[src/rtl/dma_chan_pkg.sv]
package dma_chan_pkg;

    typedef enum logic [1:0] {
        CH_IDLE,
        CH_QUEUED,
        CH_RUNNING,
        CH_INTR
    } ch_state_e;

    typedef enum logic [3:0] {
        REG_IDENT     = 4'd0,
        REG_PRESENT   = 4'd1,
        REG_USERACC   = 4'd2,
        REG_CHSEL     = 4'd3,
        REG_START     = 4'd4,
        REG_STOP      = 4'd5,
        REG_CLEAR     = 4'd6,
        REG_CTRL      = 4'd7,
        REG_INT_START = 4'd8,
        REG_EXT_START = 4'd9,
        REG_INT_END   = 4'd10,
        REG_STATUS    = 4'd11,
        REG_CTX       = 4'd12,
        REG_ACTIVE    = 4'd13,
        REG_IRQ_PEND  = 4'd14,
        REG_NONE      = 4'd15
    } reg_sel_e;

    typedef enum logic [1:0] {
        CMD_NONE,
        CMD_START,
        CMD_STOP,
        CMD_CLEAR
    } cmd_e;

    localparam int UA_SETUP = 0;
    localparam int UA_CMD   = 1;
    localparam int UA_STAT  = 2;
    localparam int UA_W     = 3;

    typedef struct packed {
        logic [31:0] ctrl;
        logic [31:0] int_start;
        logic [31:0] ext_start;
        logic [31:0] int_end;
        logic [31:0] ctx;
    } bank_t;

endpackage

[src/rtl/dma_access_ctrl.sv]
module dma_access_ctrl
    import dma_chan_pkg::*;
(
    input  logic            acc_valid,
    input  logic            acc_write,
    input  logic            acc_user,
    input  reg_sel_e        sel,
    input  logic [UA_W-1:0] ua,
    output logic            trap,
    output logic            wr_ok,
    output logic            rd_ok,
    output cmd_e            cmd
);
    logic is_setup, is_cmd, is_stat, is_uaw, deny, ok;

    always_comb begin
        is_setup = 1'b0;
        is_cmd   = 1'b0;
        is_stat  = 1'b0;
        is_uaw   = 1'b0;
        unique case (sel)
            REG_CHSEL, REG_CTRL, REG_INT_START, REG_EXT_START,
            REG_INT_END, REG_CTX:                   is_setup = 1'b1;
            REG_START, REG_STOP, REG_CLEAR:         is_cmd   = acc_write;
            REG_STATUS, REG_ACTIVE, REG_IRQ_PEND:   is_stat  = !acc_write;
            REG_USERACC:                            is_uaw   = acc_write;
            default: ;
        endcase
        deny = acc_user && ((is_setup && !ua[UA_SETUP]) ||
                            (is_cmd   && !ua[UA_CMD])   ||
                            (is_stat  && !ua[UA_STAT])  ||
                            is_uaw);
        ok    = acc_valid && !deny;
        trap  = acc_valid && deny;
        wr_ok = ok && acc_write;
        rd_ok = ok && !acc_write;
        cmd   = CMD_NONE;
        if (wr_ok) begin
            unique case (sel)
                REG_START: cmd = CMD_START;
                REG_STOP:  cmd = CMD_STOP;
                REG_CLEAR: cmd = CMD_CLEAR;
                default:   cmd = CMD_NONE;
            endcase
        end
    end
endmodule

[src/rtl/dma_chan_bank.sv]
module dma_chan_bank
    import dma_chan_pkg::*;
#(
    parameter int NUM_CH = 2,
    parameter int CH_W   = 1
) (
    input  logic            clk,
    input  logic            rst_n,
    input  logic            wr_ok,
    input  reg_sel_e        sel,
    input  logic [31:0]     wdata,
    input  logic [CH_W-1:0] ch,
    output bank_t           rd_bank
);
    bank_t bank_q [NUM_CH];

    for (genvar g = 0; g < NUM_CH; g++) begin : g_bank
        always_ff @(posedge clk) begin
            if (!rst_n) begin
                bank_q[g] <= '0;
            end else if (wr_ok && ch == CH_W'(g)) begin
                unique case (sel)
                    REG_CTRL:      bank_q[g].ctrl      <= wdata;
                    REG_INT_START: bank_q[g].int_start <= wdata;
                    REG_EXT_START: bank_q[g].ext_start <= wdata;
                    REG_INT_END:   bank_q[g].int_end   <= wdata;
                    REG_CTX:       bank_q[g].ctx       <= wdata;
                    default: ;
                endcase
            end
        end
    end

    assign rd_bank = bank_q[ch];
endmodule

[src/rtl/dma_sched.sv]
module dma_sched
    import dma_chan_pkg::*;
#(
    parameter int NUM_CH = 2,
    parameter int CH_W   = 1
) (
    input  logic              clk,
    input  logic              rst_n,
    input  cmd_e              cmd,
    input  logic [CH_W-1:0]   ch,
    input  logic              xfer_done,
    output logic [NUM_CH-1:0] run_mask,
    output logic [NUM_CH-1:0] queued_mask,
    output logic [NUM_CH-1:0] intr_mask,
    output logic              run_valid,
    output logic [CH_W-1:0]   run_chan
);
    ch_state_e         st_q [NUM_CH];
    ch_state_e         st_d [NUM_CH];
    // older_q[i][j] set: channel i entered the queue before channel j
    logic [NUM_CH-1:0] older_q [NUM_CH];
    logic [NUM_CH-1:0] older_d [NUM_CH];

    always_comb begin
        logic busy, has_run, promoted, blocked;
        st_d    = st_q;
        older_d = older_q;
        // completion first: the running channel becomes interrupting
        if (xfer_done) begin
            for (int i = 0; i < NUM_CH; i++)
                if (st_d[i] == CH_RUNNING) st_d[i] = CH_INTR;
        end
        busy = 1'b0;
        for (int i = 0; i < NUM_CH; i++)
            if (st_d[i] == CH_RUNNING || st_d[i] == CH_QUEUED) busy = 1'b1;
        unique case (cmd)
            CMD_START: begin
                if (st_d[ch] == CH_IDLE) begin
                    if (busy) begin
                        st_d[ch] = CH_QUEUED;
                        for (int j = 0; j < NUM_CH; j++) older_d[j][ch] = 1'b1;
                        older_d[ch] = '0;
                    end else begin
                        st_d[ch] = CH_RUNNING;
                    end
                end
            end
            CMD_STOP:  st_d[ch] = CH_IDLE;
            CMD_CLEAR: if (st_d[ch] == CH_INTR) st_d[ch] = CH_IDLE;
            default: ;
        endcase
        // promotion of the oldest queued channel
        has_run = 1'b0;
        for (int i = 0; i < NUM_CH; i++)
            if (st_d[i] == CH_RUNNING) has_run = 1'b1;
        promoted = 1'b0;
        for (int i = 0; i < NUM_CH; i++) begin
            blocked = 1'b0;
            for (int j = 0; j < NUM_CH; j++)
                if (st_d[j] == CH_QUEUED && older_d[j][i]) blocked = 1'b1;
            if (!has_run && !promoted && st_d[i] == CH_QUEUED && !blocked) begin
                st_d[i]  = CH_RUNNING;
                promoted = 1'b1;
            end
        end
    end

    always_ff @(posedge clk) begin
        for (int i = 0; i < NUM_CH; i++) begin
            if (!rst_n) begin
                st_q[i]    <= CH_IDLE;
                older_q[i] <= '0;
            end else begin
                st_q[i]    <= st_d[i];
                older_q[i] <= older_d[i];
            end
        end
    end

    always_comb begin
        run_valid = 1'b0;
        run_chan  = '0;
        for (int i = 0; i < NUM_CH; i++) begin
            run_mask[i]    = (st_q[i] == CH_RUNNING);
            queued_mask[i] = (st_q[i] == CH_QUEUED);
            intr_mask[i]   = (st_q[i] == CH_INTR);
            if (st_q[i] == CH_RUNNING) begin
                run_valid = 1'b1;
                run_chan  = CH_W'(i);
            end
        end
    end
endmodule

[src/rtl/dma_chan_regs.sv]
module dma_chan_regs
    import dma_chan_pkg::*;
#(
    parameter int NUM_CH = 2,
    localparam int CH_W  = (NUM_CH > 1) ? $clog2(NUM_CH) : 1
) (
    input  logic            clk,
    input  logic            rst_n,
    input  logic            acc_valid,
    input  logic            acc_write,
    input  logic            acc_user,
    input  logic [3:0]      acc_sel,
    input  logic [31:0]     acc_wdata,
    output logic [31:0]     acc_rdata,
    output logic            acc_trap,
    input  logic            xfer_done,
    output logic            run_valid,
    output logic [CH_W-1:0] run_chan,
    output logic            irq
);
    reg_sel_e          sel;
    logic [CH_W-1:0]   sel_q;
    logic [UA_W-1:0]   ua_q;
    logic              trap, wr_ok, rd_ok;
    cmd_e              cmd;
    bank_t             rd_bank;
    logic [NUM_CH-1:0] run_mask, queued_mask, intr_mask;
    logic [31:0]       rd_val;

    assign sel = reg_sel_e'(acc_sel);

    dma_access_ctrl u_acc (
        .acc_valid (acc_valid),
        .acc_write (acc_write),
        .acc_user  (acc_user),
        .sel       (sel),
        .ua        (ua_q),
        .trap      (trap),
        .wr_ok     (wr_ok),
        .rd_ok     (rd_ok),
        .cmd       (cmd)
    );

    dma_chan_bank #(.NUM_CH(NUM_CH), .CH_W(CH_W)) u_bank (
        .clk     (clk),
        .rst_n   (rst_n),
        .wr_ok   (wr_ok),
        .sel     (sel),
        .wdata   (acc_wdata),
        .ch      (sel_q),
        .rd_bank (rd_bank)
    );

    dma_sched #(.NUM_CH(NUM_CH), .CH_W(CH_W)) u_sched (
        .clk         (clk),
        .rst_n       (rst_n),
        .cmd         (cmd),
        .ch          (sel_q),
        .xfer_done   (xfer_done),
        .run_mask    (run_mask),
        .queued_mask (queued_mask),
        .intr_mask   (intr_mask),
        .run_valid   (run_valid),
        .run_chan    (run_chan)
    );

    // global registers: selection and user permissions
    always_ff @(posedge clk) begin
        if (!rst_n) begin
            sel_q <= '0;
            ua_q  <= '0;
        end else if (wr_ok) begin
            if (sel == REG_CHSEL && acc_wdata < 32'(NUM_CH))
                sel_q <= acc_wdata[CH_W-1:0];
            if (sel == REG_USERACC)
                ua_q <= acc_wdata[UA_W-1:0];
        end
    end

    always_comb begin
        rd_val = '0;
        unique case (sel)
            REG_IDENT:     rd_val = 32'(NUM_CH);
            REG_PRESENT:   rd_val = 32'({NUM_CH{1'b1}});
            REG_USERACC:   rd_val = 32'(ua_q);
            REG_CHSEL:     rd_val = 32'(sel_q);
            REG_CTRL:      rd_val = rd_bank.ctrl;
            REG_INT_START: rd_val = rd_bank.int_start;
            REG_EXT_START: rd_val = rd_bank.ext_start;
            REG_INT_END:   rd_val = rd_bank.int_end;
            REG_CTX:       rd_val = rd_bank.ctx;
            REG_STATUS:    rd_val = {29'd0, intr_mask[sel_q], run_mask[sel_q],
                                     queued_mask[sel_q]};
            REG_ACTIVE: begin
                rd_val    = 32'(run_chan);
                rd_val[8] = run_valid;
            end
            REG_IRQ_PEND:  rd_val = 32'(intr_mask);
            default:       rd_val = '0;
        endcase
    end

    // registered response
    always_ff @(posedge clk) begin
        if (!rst_n) begin
            acc_rdata <= '0;
            acc_trap  <= 1'b0;
        end else begin
            acc_rdata <= rd_ok ? rd_val : '0;
            acc_trap  <= trap;
        end
    end

    assign irq = |intr_mask;
endmodule

[config.mk]
export PLATFORM = sky130hd
export DESIGN_NAME = dma_chan_regs
export DESIGN_NICKNAME = d
export VERILOG_FILES = /design/src/rtl/dma_chan_pkg.sv /design/src/rtl/dma_access_ctrl.sv /design/src/rtl/dma_chan_bank.sv /design/src/rtl/dma_sched.sv /design/src/rtl/dma_chan_regs.sv
export SDC_FILE = /design/constraint.sdc
export NUM_CORES = 1
export LEC_CHECK = 0
export BUFFER_PORTS_ARGS = -buffer_cell sky130_fd_sc_hd__buf_4
export CAP_MARGIN = 20
export CORE_MARGIN = 2
export CORE_UTILIZATION = 58
export CTS_BUF_LIST = sky130_fd_sc_hd__clkbuf_8
export DETAILED_ROUTE_END_ITERATION = 10
export PLACE_DENSITY = 0.77
export SYNTH_ARGS = -nofsm -noshare
export SYNTH_HDL_FRONTEND = slang
export SYNTH_SLANG_ARGS = --single-unit
[constraint.sdc]
create_clock -name clk -period 4.57 [get_ports clk]
set_clock_uncertainty 0.1 [all_clocks]
set_input_delay 0.6855 -clock clk [delete_from_list [all_inputs] [get_ports clk]]
set_output_delay 0.6855 -clock clk [all_outputs]
set_load 0.05 [all_outputs]
== Word level (Yosys, flattened, before mapping) ==
Memory sizes are Yosys's and may differ from the RTL's. A register that Yosys moved wholly into a read port is not among the register bits.
Index checks and enable logic that the tools add are counted.
Word-level totals
  register bits: 45
  bits in writable memories: 320
  input bits: 42
  output and inout port bits: 36
  logic and storage cells: 210
  memories: 1
Memory list
  u_bank.bank_q: depth 2, width 160, read ports 1, clocked after memory_dff 1, wr ports 2, RTL line dma_chan_bank.sv:15  | bank_t bank_q [NUM_CH];
Operators by class
  magnitude comparators: 5
  equal/unequal tests: 33
  multiplexer cells: 92
  bitwise operators: 24
  reductions and logical operators: 46
Operators by type and width (count)
  $pmux 32 s12: 1
  $mux 32: 10
  $mux 1: 61
  $lt 32x2->1 const B: 1
  $eq 4x4->1 const B: 7
  $mux 4: 7
  $eq 2x2->1 const B: 11
  $logic_and 1x1->1: 22
  $mux 2: 9
  $eq 2x1->1 const B: 8
  $eq 4x3->1 const B: 4
  $pmux 4 s3: 1
  $or 1x1->1: 10
  $logic_not 1->1: 9
  $and 4x4->4: 2
  $eq 4x2->1 const B: 2
  $or 2x2->2: 4
  $pmux 2 s3: 1
  $reduce_and 2->1: 3
  $reduce_or 3->1: 2
  $reduce_or 6->1: 1
  $logic_or 1x1->1: 5
  $and 2x2->2: 2
  $eq 4x1->1 const B: 1
  other kinds (13): 16

== Logic depth before layout (Yosys ltp) ==
  depth after elaboration: 28
  depth in mapped cells: 9
  mapped depth without buffers: 7

== By module ==
Synthesis repeated with hierarchy kept, for this count alone.
Unflattened totals
  cell total of the unflattened synthesis: 1296
  area, all modules: 16489.6 um2
By module, submodules not included
  dma_chan_bank: instances 1, cells an instance 939, area an instance 13601.8 um2, seq. area each 9609.2 um2
  dma_chan_regs: instances 1, cells an instance 258, area an instance 2123.3 um2, seq. area each 740.7 um2
  dma_sched: instances 1, cells an instance 78, area an instance 611.8 um2, seq. area each 160.2 um2
  dma_access_ctrl: instances 1, cells an instance 21, area an instance 152.6 um2, seq. area each 0.0 um2

== Worst setup path before layout ==
OpenSTA, ideal clock, no wires.
  kind: in2reg
  from: input acc_sel[2]
  to: memory u_bank.bank_q[1][32] in the netlist's numbering, enable pin
  setup time: 0.466 ns
  data arrival time: 3.984 ns
  data required time: 4.004 ns
  path slack: 0.020 ns
  stages: 7
  buffers on the path: 1
  path through: buf_2 nor2_1 a2111o_2 o31ai_1 a21oi_2 nand2_1 o21ai_0
RTL lines
  start, declared: RTL line dma_chan_regs.sv:12  | input logic [3:0] acc_sel,
  end, declared: RTL line dma_chan_bank.sv:15

==> reports/results.ini <==
[power]
p_leak_nw=6.72
power.density_mw_per_mm2=365
irDropWorstVdd_mv=0.253

[logic_synthesis]
yosys-top-cells-area=edfxtp_1 (59%), and2_1 (12%), mux2i_1 (5.9%)
yosysTopAreaCell=edfxtp_1
async_flop_share_pct=0
synthCells=1307
synthesis.area_mm2=0.0164
synth_top_area_share_pct=58.6
synth_warnings=0
ys_seq_area_share_pct=64.2
synth-seq-cells=366
yosys.cell_types.count=61
synth.avg_cell_area_um2=12.5
synth_ff_type=edfxtp_1
syn_nets=1349
synth_edf_count=320

[grt]
grt_start_max_net_pins=49
overflow=0
met2_usage_pct=46.2
use_met1_pct=37.7
grt_pass1_vias=10800
use_met3_pct=4.62
grt.total_usage_pct=27.9
grt_busiest_layer=met2
grt_pass1_wl_mm=62.0
antenna_found_initial=0

[floorplanning]
coreArea_mm2=0.0278
dieHeight_um=172
die-area_mm2=0.0296
start_util_pct=59.0
pin_count=78
num_rows=61
fp.dieW_um=172

[critical_path]
reg2regPathDepth=7
arrival_ps=3460
r2r_setup_slack_ps=1640
worst_setup_path_start_kind=input port
setup.worst_path.end_class=register
crit_type=input port to register
path_max_fanout=25
cp.required_ps=4930

[cts]
cts_setup_buffers=0
cts_made_buffers=58
holdBufCountCts=0
tritoncts=done
clk_pin_slew_ps=70
root_buffer=clkbuf_8
clkLatencyLatePin_ps=600
htree_num_levels=2
cts.sinks=366
clockBufferDepth=3
post_cts_resized=0

[flow_run]
maxCapViolCount=0

[timing]
timing.final.ws_setup_ps=1470
slew_violations=0
rsz0062_at_grt=false
setup_tns_ps=0
tightest_slew_ps=983
period_needed_ps=3100
fmax_mhz=322
fin_crit_sh_pct=67.9
finalHoldViolations=0
max_slew_margin_pct=34.4
setup_viol=0

[finish]
mostFrequentLayoutCell=and2_1
area_growth_pct=13.6
diodes=0
nets=1407
mostFrequentLayoutCells=and2_1 (323), edfxtp_1 (320), buf_4 (107)
fillerInstances=2046
drive_gt1_share_pct=16.7

[min_path]
hold_depth=3
hp-class=input port to register

[route]
drt_pass1_iterations=7
drc=0
viasPerCell=6.03
ant_nets=0
drt-initial-drc-count=1125
totalWireLength_mm=40.4
vias=10800
avgRoutedWirePerCell_um=22.6

[run_status]
outcome=completed

[placement]
place_hpwl_mm=24.7
place_congestion=0.869
post-place-ws_ps=943
io_buffers=77

stage by stage:
step | utilization (%) | power (W) | hold slack [ps] | area, µm² | std cells
after detailed placement | 63.0 | 0.00416 | 374 | 17500 | 1683
after global placement | 63.0 | 0.00414 | 364 | 17500 | 1683
final | 67.1 | 0.00680 | 251 | 18600 | 1790
after global routing | 67.1 | 0.00700 | 253 | 18600 | 1790
after floorplan | - | 0.00400 | 351 | 16400 | 1307
after CTS | 67.1 | 0.00682 | 233 | 18600 | 1790
cell families after synthesis:
logic type,count (synthesis),share of synthesized area [%]
buf+inv,122,3.04
mux,98,5.99
compound gates,198,8.58
flops,366,64.2
simple gates,523,18.2
flip-flops by register name, summed over array words and instances (netlist names), named ones only:
name             count
u_bank.bank_q      320
acc_rdata           32
u_sched.older_q      4
u_sched.st_q         4
ua_q                 3
acc_trap             1
sel_q                1
Yosys cell counts, drive strengths merged (3+ instances only):
master and n:
and2 323, edfxtp 320, mux2i 97, nor2 86, clkbuf 80, dfxtp 46, a21oi 40, buf 36
a22oi 34, nor3 34, o22ai 31, a221oi 30, o21ai 27, nand2 23, nand3 14, nor2b 12
nand2b 9, nor4 8, inv 6, a211oi 4, a31oi 4, and3 4, o211ai 4, a2111oi 3
nand4 3
power by group:
group          internal, W  switching [W]  leakage [nW]
combinational    0.0000990       0.000243          2.31
clock              0.00142        0.00128         0.666
sequential         0.00372      0.0000319          3.74
total              0.00524        0.00156          6.72
final timing paths:
check | startpoint | end
worst max-delay path | acc_sel[1] | u_bank.bank_q[1][132]
worst min-delay path | acc_valid | acc_trap
worst max register to register | ua_q[1] | u_bank.bank_q[1][132]
worst min register to register | u_sched.older_q[3] | u_sched.older_q[3]
area by class of cell:
cell class	count	area [µm²]	area share, %
Clock buffer	69	950	5.10
Clock inverter	38	189	1.01
Inverter	6	22.5	0.121
Multi-Input combinational cell	819	5520	29.6
Sequential cell	366	10500	56.5
Tap cell	378	473	2.54
Timing Repair Buffer	114	943	5.06
per-layer routing:
layer	vias to the layer above	part of all wire [%]
li1	4854	-
met1	5359	41
met2	482	49
met3	90	7.2
met4	0	2.6
met5	-	0
critical path, stage by stage:
cell	delay, ps
buf_4	230
and2_1	330
a2111o_2	210
o31ai_1	120
a21oi_2	360
nand3_2	230
nor2_2	820
buf_4	310
and2_1	150
Note: power is estimated with default switching activity, not from simulation.
